$ cat src/rtl/wwc_pkg.sv
package wwc_pkg;

    localparam int LVL_W = 2;

    typedef enum logic [1:0] {
        ST_RUN  = 2'd0,
        ST_WAIT = 2'd1,
        ST_WAKE = 2'd2
    } wwc_state_e;

    typedef struct packed {
        logic             vld;
        logic [LVL_W-1:0] lvl;
    } irq_req_t;

    function automatic logic beats_mask(irq_req_t r, logic [LVL_W-1:0] m);
        return r.vld && (r.lvl > m);
    endfunction

endpackage

$ cat src/rtl/wwc_irq_sync.sv
module wwc_irq_sync
    import wwc_pkg::*;
#(
    parameter int STAGES = 2
) (
    input  logic     clk,
    input  logic     rst,
    input  irq_req_t d,
    output irq_req_t q
);

    irq_req_t stg [STAGES];

    genvar i;
    generate
        for (i = 0; i < STAGES; i++) begin : g_stage
            if (i == 0) begin : g_first
                always_ff @(posedge clk) begin
                    if (rst) stg[0] <= '0;
                    else     stg[0] <= d;
                end
            end else begin : g_next
                always_ff @(posedge clk) begin
                    if (rst) stg[i] <= '0;
                    else     stg[i] <= stg[i-1];
                end
            end
        end
    endgenerate

    assign q = stg[STAGES-1];

endmodule

$ cat src/rtl/wwc_wake_cmp.sv
module wwc_wake_cmp
    import wwc_pkg::*;
(
    input  irq_req_t         req,
    input  logic [LVL_W-1:0] mask,
    output logic             wake_req
);

    always_comb begin
        wake_req = beats_mask(req, mask);
    end

endmodule

$ cat src/rtl/wwc_wait_fsm.sv
module wwc_wait_fsm
    import wwc_pkg::*;
(
    input  logic clk,
    input  logic rst,
    input  logic wait_exec,
    input  logic wake_req,
    output logic core_clk_en,
    output logic periph_clk_en,
    output logic wake_evt,
    output logic in_wait
);

    wwc_state_e state, state_nx;

    always_comb begin
        state_nx = state;
        unique case (state)
            ST_RUN:  if (wait_exec) state_nx = ST_WAIT;
            ST_WAIT: if (wake_req)  state_nx = ST_WAKE;
            ST_WAKE: state_nx = ST_RUN;
            default: state_nx = ST_RUN;
        endcase
    end

    always_ff @(posedge clk) begin
        if (rst) state <= ST_RUN;
        else     state <= state_nx;
    end

    assign core_clk_en   = (state == ST_RUN);
    assign periph_clk_en = 1'b1;
    assign wake_evt      = (state == ST_WAKE);
    assign in_wait       = (state == ST_WAIT);

    // a WAIT seen while running enters the wait state
    assert_enter_wait_R2: assert property (@(posedge clk) disable iff (rst)
        (core_clk_en && wait_exec) |=> (in_wait && !core_clk_en));

    // without a qualifying request the wait holds
    assert_hold_wait_R7: assert property (@(posedge clk) disable iff (rst)
        (in_wait && !wake_req) |=> in_wait);

    // a wake pulse always follows a qualifying request seen while waiting
    assert_wake_cause_R4: assert property (@(posedge clk) disable iff (rst)
        $rose(wake_evt) |-> $past(in_wait && wake_req));

    // single-cycle pulse, then the core clock comes back
    assert_wake_pulse_R6: assert property (@(posedge clk) disable iff (rst)
        wake_evt |=> (!wake_evt && core_clk_en));

    // core clock stays off during the wake pulse
    assert_wake_gated_R6: assert property (@(posedge clk) disable iff (rst)
        wake_evt |-> (!core_clk_en && !in_wait));

endmodule

$ cat src/rtl/wait_wake_ctrl.sv
module wait_wake_ctrl
    import wwc_pkg::*;
#(
    parameter int SYNC_STAGES = 2
) (
    input  logic             clk,
    input  logic             rst,
    input  logic             wait_exec,
    input  logic             irq_vld,
    input  logic [LVL_W-1:0] irq_lvl,
    input  logic [LVL_W-1:0] sr_mask,
    output logic             core_clk_en,
    output logic             periph_clk_en,
    output logic             wake_evt,
    output logic             in_wait
);

    irq_req_t req_raw, req_sync;
    logic     wake_req;

    assign req_raw.vld = irq_vld;
    assign req_raw.lvl = irq_lvl;

    wwc_irq_sync #(.STAGES(SYNC_STAGES)) u_sync (
        .clk (clk),
        .rst (rst),
        .d   (req_raw),
        .q   (req_sync)
    );

    wwc_wake_cmp u_cmp (
        .req      (req_sync),
        .mask     (sr_mask),
        .wake_req (wake_req)
    );

    wwc_wait_fsm u_fsm (
        .clk           (clk),
        .rst           (rst),
        .wait_exec     (wait_exec),
        .wake_req      (wake_req),
        .core_clk_en   (core_clk_en),
        .periph_clk_en (periph_clk_en),
        .wake_evt      (wake_evt),
        .in_wait       (in_wait)
    );

endmodule

$ cat config.mk
export PLATFORM = sky130hd
export DESIGN_NAME = wait_wake_ctrl
export DESIGN_NICKNAME = d
export VERILOG_FILES = /design/src/rtl/wwc_pkg.sv /design/src/rtl/wwc_irq_sync.sv /design/src/rtl/wwc_wake_cmp.sv /design/src/rtl/wwc_wait_fsm.sv /design/src/rtl/wait_wake_ctrl.sv
export SDC_FILE = /design/constraint.sdc
export NUM_CORES = 1
export LEC_CHECK = 0
export BUFFER_PORTS_ARGS = -buffer_cell sky130_fd_sc_hd__buf_2
export CAP_MARGIN = 5
export CELL_PAD_IN_SITES_DETAIL_PLACEMENT = 1
export CELL_PAD_IN_SITES_GLOBAL_PLACEMENT = 1
export CORE_AREA = 2 2 39 41
export CTS_CLUSTER_SIZE = 30
export DETAILED_ROUTE_END_ITERATION = 8
export DIE_AREA = 0 0 41 43
export GPL_TIMING_DRIVEN = 0
export PLACE_DENSITY_LB_ADDON = 0.1
export SYNTH_ARGS = -nofsm -noshare
export SYNTH_HDL_FRONTEND = slang
export SYNTH_SLANG_ARGS = --single-unit
$ cat constraint.sdc
create_clock -name clk -period 1.25 [get_ports clk]
set_clock_uncertainty 0.05 [all_clocks]
set_input_delay 0.1875 -clock clk [delete_from_list [all_inputs] [get_ports clk]]
set_output_delay 0.1875 -clock clk [all_outputs]
set_load 0.005 [all_outputs]
==> qor.csv, run 1 <==
stage,metric,value,unit
floorplanning,die_h,43,um
route,viasPerCell,3.83,
critical_path,path_max_fanout,2,
finish,nNetsFinal,54,
finish,final_common_cell,buf_2,
finish,layout_common_cells,"10 x buf_2, 8 x nor2b_1, 8 x dfxtp_1",
run,cap_viol_max_count,0,
grt,grt_use_total,0.0645,
timing,rsz0062_at_grt,no,
pwr,p_leak,0.196,nW
placed_design,port_buffers,10,
route,drt_wl_total,466,um
pwr,p_per_area,1260,mW/mm2
clock_network,clockBufferDepth,2,
critical_path,critPathKind,reg -> reg,
grt,grt_pass1_wl,703,um
finish,num_antenna_cells,0,
grt,antenna_found_initial,0,
clock_network,cts_tree,done,
critical_path,cp.arrival,1.29,ns
floorplanning,core_area,0.00138,mm2
worst_hold_path,hold_class,in -> reg,
clock_network,numClockSinks,8,
clock_network,cts_setup_buffers,0,
run_status,outcome,completed,
grt,grt_pass1_vias,212,
clock_network,post_cts_resized,0,
timing,finalSetupTns,0,ns
finish,fin_util,0.290,
synth,synthDominantCellAreaShare,0.518,
timing,hold_ws,0.104,ns
pwr,ir_drop,0.000404,V
synth,yosys-top-cells-area,"dfxtp_1 52%, nor2b_1 16%, ha_1 8.1%",
floorplanning,die_area,0.00176,mm2
grt,grt_max_degree,9,
synth,avgSynthCellArea,10.7,um2
route,drtIter0Drc,3,
route,firstDrtPassIters,2,
floorplanning,ios,12,
clock_network,clk_pin_slew,0.05,ns
pwr,p_total,0.505,mW
critical_path,end_kind,flip-flop,
clock_network,htreeDepth,1,
clock_network,cts_buffers,3,
floorplanning,rows,14,
route,avgRoutedWirePerCell,8.03,um
placed_design,routabilityCongestion,0.591,
timing,setup_viol,0,
finish,area_delta_synth_final,30.0,%
floorplanning,start_util,0.223,
timing,fmax,867,MHz
synth,ys_warn_count,0,
placed_design,dp_hpwl,374,um
timing,maxSlewViolCount,0,
timing,min_period_over_period,0.923,
timing,report.final.hold_viol_count,0,
synth,yosys.area.top_type,dfxtp_1,
critical_path,startpoint_type,flip-flop,
finish,drive_gt1_frac,0.381,
floorplanning,die_w,41,um
synth,postSynthCellCount,29,
route,drc,0,
critical_path,cp_data_required_time,1.39,ns
synth,ys_ff_latch,8,
timing,finalCriticalPeriod,1.15,ns
synth,synth.net_count,39,
clock_network,cts_hold_buf,0,
synth,synthesis.area,309,um2
finish,n_fill_cell,174,
synth,synth.distinct_cells,12,
grt,globalRouteOverflowTotal,0,
route,drtAntennaViolNets,0,
synth,yosysSeqAreaShare,0.518,
clock_network,clock_latency,0.24,ns
clock_network,cts_root_buffer,clkbuf_4,
route,num_vias,222,
per-stage QoR:
| stage | cells | instance area [um2] | setup slack [ns] |
|---|---|---|---|
| CTS | 58 | 402 | 0.0835 |
| global route | 58 | 402 | 0.0162 |
| global placement | 55 | 379 | 0.0812 |
| finish | 58 | 402 | 0.0967 |
| detailed placement | 55 | 379 | 0.0708 |
| floorplan | 29 | 309 | 0.147 |
layer usage:
| metal | vias to the layer above | global-route usage | routed length (um) |
|---|---|---|---|
| li1 | 118 | - | - |
| met1 | 96 | 0.0586 | 199 |
| met2 | 8 | 0.0875 | 230 |
| met3 | 0 | 0.0314 | 35 |
| met4 | 0 | 0.0800 | 0 |
| met5 | - | 0 | 0 |
synth_stat cells:
library cell	number
nand2_1	1
buf_4	1
nor3_1	1
inv_1	2
o2111ai_2	1
nor2_1	2
dfxtp_1	8
o211a_1	1
conb_1	1
nor2b_1	8
nor2b_4	1
ha_1	2
kinds of logic (layout without fill, tap and decap cells):
group                      after synthesis  after routing  share of synthesized area
buffers and inverters                    3             16                     0.0486
DFF                                      8              8                      0.518
and+or+nand+nor                         13             13                      0.259
adders and majority gates                2              2                     0.0810
other                                    1              1                     0.0121
AOI/OAI and AO/OA                        2              2                     0.0810
area by class of cell:
cell class	count	area, um2	area share
sequential	8	160	0.399
multi-input combinational	18	134	0.333
timing repair buffer	10	50.0	0.125
clock buffer	3	22.5	0.0561
tap	16	20.0	0.0498
buffer	1	7.51	0.0187
inverter	2	7.51	0.0187
worst paths after layout:
kind                       to  slack [ns]  cells after the start              from
max            u_fsm.state[0]         0.1                      4  u_sync.stg[1][1]
min          u_sync.stg[0][1]        0.10                      2        irq_lvl[1]
max reg2reg    u_fsm.state[0]         0.1                      4  u_sync.stg[1][1]
min reg2reg  u_sync.stg[1][1]        0.39                      1  u_sync.stg[0][1]
registers in the layout, summed over array words and instances, names as in the netlist:
signal       flops
u_sync.stg       6
u_fsm.state      2
critical path: stages (launching register included):
cell and delay (ns):
dfxtp_1 0.29, ha_1 0.28, nor2b_4 0.13, o2111ai_2 0.18, o211a_1 0.17
power breakdown:
part	switching (mW)	total, mW	internal, mW
registers	0.00545	0.273	0.267
logic	0.0199	0.0495	0.0296
clock network	0.0738	0.183	0.109
(Power assumes the default switching activity.)
==> run 2, diff against run 1 <==
--- a/config.mk
+++ b/config.mk
@@ -5,6 +5,7 @@
 export SDC_FILE = /design/constraint.sdc
 export NUM_CORES = 1
 export LEC_CHECK = 0
+export ABC_AREA = 1
 export BUFFER_PORTS_ARGS = -buffer_cell sky130_fd_sc_hd__buf_2
 export CAP_MARGIN = 5
 export CELL_PAD_IN_SITES_DETAIL_PLACEMENT = 1
==> run 2 against run 1 <==
Effect of this change:
- flip-flop and latch count did not move
- hold slack got worse by 0.011 ns
- via count up 23%
- setup slack gained 0.022 ns
- combinational power increased by 13%
- synthesized area up 7.3%
- fmax rose by 2.0%
- non-clock buffer count is the same
- critical endpoint is now in_wait
- largest cell class unchanged
- largest power group unchanged
==> qor.csv, run 2 <==
stage,metric,value,unit,change
critical_path,crit_path_top_delay_cell,dfxtp_1,,
synth,synthTopCellsByCount,"13 x inv_1, 8 x dfxtp_1, 8 x nor2_1, 5 x nand2_1, 2 x ha_1",,
worst_hold_path,hold_class,in -> reg,,
route,drc,0,,unchanged
floorplanning,core_area,0.00138,mm2,unchanged
floorplanning,die_area,0.00176,mm2,unchanged
clock_network,clockBufferDepth,2,,unchanged
synth,yosysSeqAreaShare,0.483,,-0.0352
route,avgRoutedWirePerCell,7.68,um,-4.5%
critical_path,crit_chain,inv_1 > nor2_2 > buf_2,,
floorplanning,die_h,43,um,unchanged
clock_network,clock_latency,0.24,ns,about the same
synth,avgSynthCellArea,7.71,um2,-28%
route,drt_wl_total,545,um,+17%
synth,synth-edff-count,0,,unchanged
finish,area_delta_synth_final,26.4,%,
clock_network,cts_hold_buf,0,,unchanged
floorplanning,die_w,41,um,unchanged
critical_path,critPathTopFamily,flip-flops,,
synth,synthArstFlopShare,0,,unchanged
pwr,power_frac_comb,0.108,,+0.010
finish,largest_reg_flops,6,,unchanged
route,drtAntennaViolNets,0,,unchanged
synth,ys_warn_count,0,,unchanged
placed_design,routabilityCongestion,0.605,,+2.2%
finish,regMostFlops,u_sync.stg,,
pwr,p_per_area,1240,mW/mm2,-1.8%
synth,yosysMostFrequentCell,inv_1,,
finish,final_common_cell,inv_1,,
finish,layout_common_cells,"13 x inv_1, 10 x buf_2, 8 x nor2_1, 8 x dfxtp_1, 5 x nand2_1",,
clock_network,cts_buffers,3,,unchanged
synth,yosys.area.top_type,dfxtp_1,,
clock_network,post_cts_resized,0,,unchanged
grt,grt_pass1_wl,966,um,+37%
critical_path,path_max_fanout,3,,+1
critical_path,reg2reg_from,u_sync.stg[1][1],,
synth,ys_ff_latch,8,,unchanged
synth,postSynthCellCount,43,,+48%
timing,fmax,884,MHz,+2.0%
clock_network,htreeDepth,1,,unchanged
grt,grt_max_degree,9,,unchanged
critical_path,cp_data_required_time,1.01,ns,-0.38 ns
pwr,p_switching,0.114,mW,+15%
worst_hold_path,min_to,u_sync.stg[0][2],,
critical_path,worst-r2r-cell-count,5,,+1
clock_network,cts_setup_buffers,0,,unchanged
route,viasPerCell,3.85,,+0.46%
critical_path,cpPeakStageDelay,0.34,ns,+0.05 ns
pwr,p_leak,0.224,nW,+14%
critical_path,startpoint_type,flip-flop,,
clock_network,clk_pin_slew,0.05,ns,about the same
synth,synth.distinct_cells,12,,unchanged
clock_network,cts_root_buffer,clkbuf_4,,
finish,final_cells,71,,+22%
synth,yosys-top-cells-area,"dfxtp_1 48%, inv_1 15%, nor2_1 9.1%",,
critical_path,path_buf_inv,2,,+2
pwr,p_int,0.404,mW,-0.45%
placed_design,port_buffers,9,,-1
critical_path,cp.arrival,0.89,ns,-0.40 ns
critical_path,critPathKind,reg -> out,,
floorplanning,start_util,0.240,,+0.0163
synth,synthDominantCellAreaShare,0.483,,-0.0352
timing,report.final.hold_viol_count,0,,unchanged
critical_path,reg2reg_slack,0.15,ns,+0.05 ns
pwr,clkPwrFrac,0.366,,+0.004
route,drtIter0Drc,3,,unchanged
finish,nNetsFinal,67,,+24%
synth,synthesis.area,332,um2,+7.3%
timing,setup_viol,0,,unchanged
run,cap_viol_max_count,0,,unchanged
timing,min_period_over_period,0.905,,-0.0179
placed_design,dp_hpwl,471,um,+26%
clock_network,cts_tree,done,,
synth,synth.net_count,53,,+36%
finish,reg.largest.list,"u_sync.stg x6, u_fsm.state x2",,
route,firstDrtPassIters,2,,unchanged
critical_path,worstReg2RegEnd,u_fsm.state[0],,
grt,grt_pass1_vias,275,,+30%
finish,num_antenna_cells,0,,unchanged
timing,finalSetupTns,0,ns,unchanged
critical_path,end_kind,output pin,,
floorplanning,rows,14,,unchanged
timing,rsz0062_at_grt,no,,
finish,drive_gt1_frac,0.309,,-0.0719
run_status,outcome,completed,,
worst_hold_path,hp-start,irq_vld,,
pwr,switching_share,0.220,,+0.0231
placed_design,placedCellCount,68,,+24%
grt,grt_use_total,0.0854,,+0.0209
floorplanning,ios,12,,unchanged
grt,globalRouteOverflowTotal,0,,unchanged
worst_hold_path,min_delay_path_depth,3,,+1
timing,maxSlewViolCount,0,,unchanged
route,num_vias,273,,+23%
pwr,ir_drop,0.000345,V,-14%
synth,synth_ff_type,dfxtp_1,,
clock_network,numClockSinks,8,,unchanged
timing,finalCriticalPeriod,1.13,ns,-0.0224 ns
pwr,seqPwrFrac,0.525,,-0.015
grt,antenna_found_initial,0,,unchanged
-- run 2: cell count changes after synthesis, sizes merged, moves of 2 or more --
cell,delta
nor2b,-9
inv,+11
nand2,+4
a21oi,+2
nor2,+7
-- run 2: cells by family (layout without fill, tap and decap cells) --
| kind of cell | after synthesis | in the layout | share of synthesized area |
|---|---|---|---|
| adders and majority gates | 2 | 2 | 0.0755 |
| AOI/OAI and AO/OA | 2 | 2 | 0.0415 |
| DFF | 8 | 8 | 0.483 |
| other | 1 | 1 | 0.0113 |
| and+or+nand+nor | 15 | 15 | 0.204 |
| buffers and inverters | 15 | 27 | 0.185 |
-- run 2: area by class of cell --
class / count / area, um2
buffer: 2 / 12.5
clock buffer: 3 / 22.5
fill: 184 / 965
inverter: 13 / 48.8
multi-input combinational: 20 / 110
sequential: 8 / 160
tap: 16 / 20.0
timing repair buffer: 9 / 45.0
-- run 2: how the worst max path moves through the flow --
stage                     endpoint        startpoint  slack [ns]  cells after the start
floorplan           u_fsm.state[0]  u_sync.stg[1][1]        0.20                      5
global placement    u_fsm.state[0]        sr_mask[1]        0.13                      7
detailed placement  u_fsm.state[0]        sr_mask[1]        0.11                      7
CTS                        in_wait    u_fsm.state[0]        0.11                      3
global route        u_fsm.state[0]  u_sync.stg[1][0]        0.03                      6
finish                     in_wait    u_fsm.state[0]        0.12                      3
-- run 2: metal layers --
layer  GRT usage  part of all wire
met1      0.0742              0.39
met2       0.138              0.54
met3      0.0471             0.070
met4      0.0600                 0
met5           0                 0
-- run 2: power by group through the flow --
stage	Sequential [mW]	Clock, mW	Combinational [mW]
final	0.272	0.190	0.0561
after global routing	0.273	0.212	0.0672
after CTS	0.272	0.197	0.0581
after detailed placement	0.277	0	0.0580
after global placement	0.277	0	0.0539
after floorplan	0.276	0	0.0365
-- run 2: tightest hold or removal path: stages --
cell and delay, ns:
buf_2 0.07, inv_1 0.03, nor2_1 0.06
-- run 2: through the flow --
stage | power (mW) | worst slack [ns] | hold WS (ns) | utilization | cell area, um2
after floorplan | 0.313 | 0.205 | 0.244 | - | 332
after global placement | 0.331 | 0.131 | 0.335 | 0.287 | 397
after detailed placement | 0.335 | 0.115 | 0.349 | 0.287 | 397
after CTS | 0.527 | 0.106 | 0.0909 | 0.303 | 419
after global routing | 0.553 | 0.0283 | 0.110 | 0.303 | 419
final | 0.518 | 0.119 | 0.0923 | 0.303 | 419
==> run 3, diff against run 2 <==
--- a/config.mk
+++ b/config.mk
@@ -15,7 +15,7 @@
 export DETAILED_ROUTE_END_ITERATION = 8
 export DIE_AREA = 0 0 41 43
 export GPL_TIMING_DRIVEN = 0
-export PLACE_DENSITY_LB_ADDON = 0.1
+export PLACE_DENSITY = 0.65
 export SYNTH_ARGS = -nofsm -noshare
 export SYNTH_HDL_FRONTEND = slang
 export SYNTH_SLANG_ARGS = --single-unit
==> run 3 against run 2 <==
Effect of this change:
- fmax is 2.1% higher
- setup slack better by 0.023 ns
- first-iteration DRC count shrank 67%
- via count down 5.9%
- count of clock-buffer cells in the layout stayed put
- die area stayed put
- sequential share of layout area unchanged
- cell count stayed put
==> qor.csv, run 3 (synthesis results as in run 2) <==
stage,metric,value,unit,change
clock_network,clock_latency,0.24,ns,about the same
clock_network,cts_buffers,3,,unchanged
clock_network,numClockSinks,8,,unchanged
critical_path,critPathKind,reg -> out,,
grt,grt_pass1_wl,772,um,-20%
timing,min_period_over_period,0.886,,-0.0187
placed_design,pre_cts_ws,0.112,ns,-0.00209 ns
finish,final_common_cell,inv_1,,
timing,finalSetupTns,0,ns,unchanged
floorplanning,start_util,0.240,,unchanged
finish,area_delta_synth_final,26.4,%,unchanged
critical_path,crit_chain,inv_1 > nor2_2 > buf_2,,
timing,finalCriticalPeriod,1.11,ns,-0.0234 ns
floorplanning,die_w,41,um,unchanged
worst_hold_path,hp-start,irq_lvl[1],,
critical_path,end_kind,output pin,,
route,firstDrtPassIters,2,,unchanged
pwr,p_leak,0.224,nW,unchanged
pwr,ir_drop,0.000358,V,+3.6%
finish,fin_util,0.303,,unchanged
critical_path,cp.arrival,0.87,ns,-0.02 ns
timing,report.final.hold_viol_count,0,,unchanged
worst_hold_path,min_delay_path_depth,3,,unchanged
finish,reg.largest.list,"u_sync.stg x6, u_fsm.state x2",,
critical_path,path_buf_inv,2,,unchanged
critical_path,reg2reg_slack,0.15,ns,about the same
timing,layout_setup_ws,0.142,ns,+0.0234 ns
worst_hold_path,min_to,u_sync.stg[0][1],,
clock_network,cts_root_buffer,clkbuf_4,,
timing,fmax,903,MHz,+2.1%
critical_path,cp_data_required_time,1.01,ns,about the same
finish,nNetsFinal,67,,unchanged
placed_design,routabilityCongestion,0.577,,-4.6%
critical_path,crit_path_top_delay_cell,dfxtp_1,,
pwr,p_per_area,1210,mW/mm2,-1.7%
grt,antenna_found_initial,0,,unchanged
finish,regMostFlops,u_sync.stg,,
placed_design,dp_hpwl,398,um,-15%
critical_path,startpoint_type,flip-flop,,
clock_network,cts_tree,done,,
run_status,outcome,completed,,
pwr,p_total,0.509,mW,-1.7%
route,viasPerCell,3.62,,-5.9%
critical_path,worstReg2RegEnd,u_fsm.state[0],,
finish,num_antenna_cells,0,,unchanged
route,drt_wl_total,459,um,-16%
placed_design,port_buffers,9,,unchanged
clock_network,post_cts_resized,0,,unchanged
floorplanning,die_area,0.00176,mm2,unchanged
clock_network,htreeDepth,1,,unchanged
critical_path,worst-r2r-cell-count,6,,+1
clock_network,cts_hold_buf,0,,unchanged
route,num_vias,257,,-5.9%
route,drtIter0Drc,1,,-2
critical_path,cpPeakStageDelay,0.34,ns,about the same
finish,layout_common_cells,"13 x inv_1, 10 x buf_2, 8 x nor2_1, 8 x dfxtp_1, 5 x nand2_1",,
route,drtAntennaViolNets,0,,unchanged
floorplanning,die_h,43,um,unchanged
floorplanning,ios,12,,unchanged
route,avgRoutedWirePerCell,6.46,um,-16%
placed_design,post_dp_cell_area,397,um2,unchanged
finish,final_cell_area,419,um2,unchanged
finish,largest_reg_flops,6,,unchanged
clock_network,clockBufferDepth,2,,unchanged
critical_path,path_max_fanout,3,,unchanged
grt,grt_max_degree,9,,unchanged
grt,grt_use_total,0.0676,,-0.0178
floorplanning,core_area,0.00138,mm2,unchanged
timing,maxSlewViolCount,0,,unchanged
finish,drive_gt1_frac,0.309,,unchanged
floorplanning,rows,14,,unchanged
clock_network,clk_pin_slew,0.05,ns,about the same
route,drc,0,,unchanged
grt,globalRouteOverflowTotal,0,,unchanged
critical_path,critPathTopFamily,flip-flops,,
worst_hold_path,hold_class,in -> reg,,
grt,grt_pass1_vias,244,,-11%
critical_path,reg2reg_from,u_sync.stg[1][0],,
run,cap_viol_max_count,0,,unchanged
timing,setup_viol,0,,unchanged
timing,rsz0062_at_grt,no,,
clock_network,cts_setup_buffers,0,,unchanged
## run 3: cell counts in the layout (fill, tap and decap cells not counted)
Identical to the previous run, type by type.
## run 3: power by group
group,total (mW),internal [mW],switching [mW]
Sequential,0.272,0.268,0.00414
Clock,0.182,0.109,0.0736
Combinational,0.0548,0.0273,0.0275
## run 3: worst min-delay path: cells and delay by family
kind                   cells  cell delay, ns
buffers and inverters      2            0.10
AND/OR/NAND/NOR            1            0.06
## run 3: worst max-delay path by stage
stage,to,startpoint,slack [ns],cells past startpoint
CTS,u_fsm.state[0],u_sync.stg[1][0],0.12,6
floorplan,u_fsm.state[0],u_sync.stg[1][1],0.20,5
finish,in_wait,u_fsm.state[0],0.14,3
global placement,u_fsm.state[0],sr_mask[1],0.12,7
global route,u_fsm.state[0],u_sync.stg[1][0],0.04,6
detailed placement,u_fsm.state[0],sr_mask[1],0.11,7
## run 3: final cells by class
| type | instances | area (um2) |
|---|---|---|
| Buffer | 2 | 12.5 |
| Inverter | 13 | 48.8 |
| Sequential cell | 8 | 160 |
| Timing Repair Buffer | 9 | 45.0 |
| Clock buffer | 3 | 22.5 |
| Multi-Input combinational cell | 20 | 110 |
| Tap cell | 16 | 20.0 |
| Fill cell | 183 | 965 |
## run 3: through the flow
step / std cells / hold slack, ns
floorplan: 43 / 0.244
global placement: 68 / 0.341
detailed placement: 68 / 0.348
CTS: 71 / 0.0929
global route: 71 / 0.0966
finish: 71 / 0.0970
## run 3: layer usage
| layer | up-vias | share of wire | wire, um | GRT usage |
|---|---|---|---|---|
| li1 | 143 | - | - | - |
| met1 | 109 | 0.44 | 204 | 0.0654 |
| met2 | 5 | 0.51 | 233 | 0.100 |
| met3 | 0 | 0.046 | 21 | 0.0157 |
| met4 | 0 | 0 | 0 | 0.0800 |
| met5 | - | 0 | 0 | 0 |
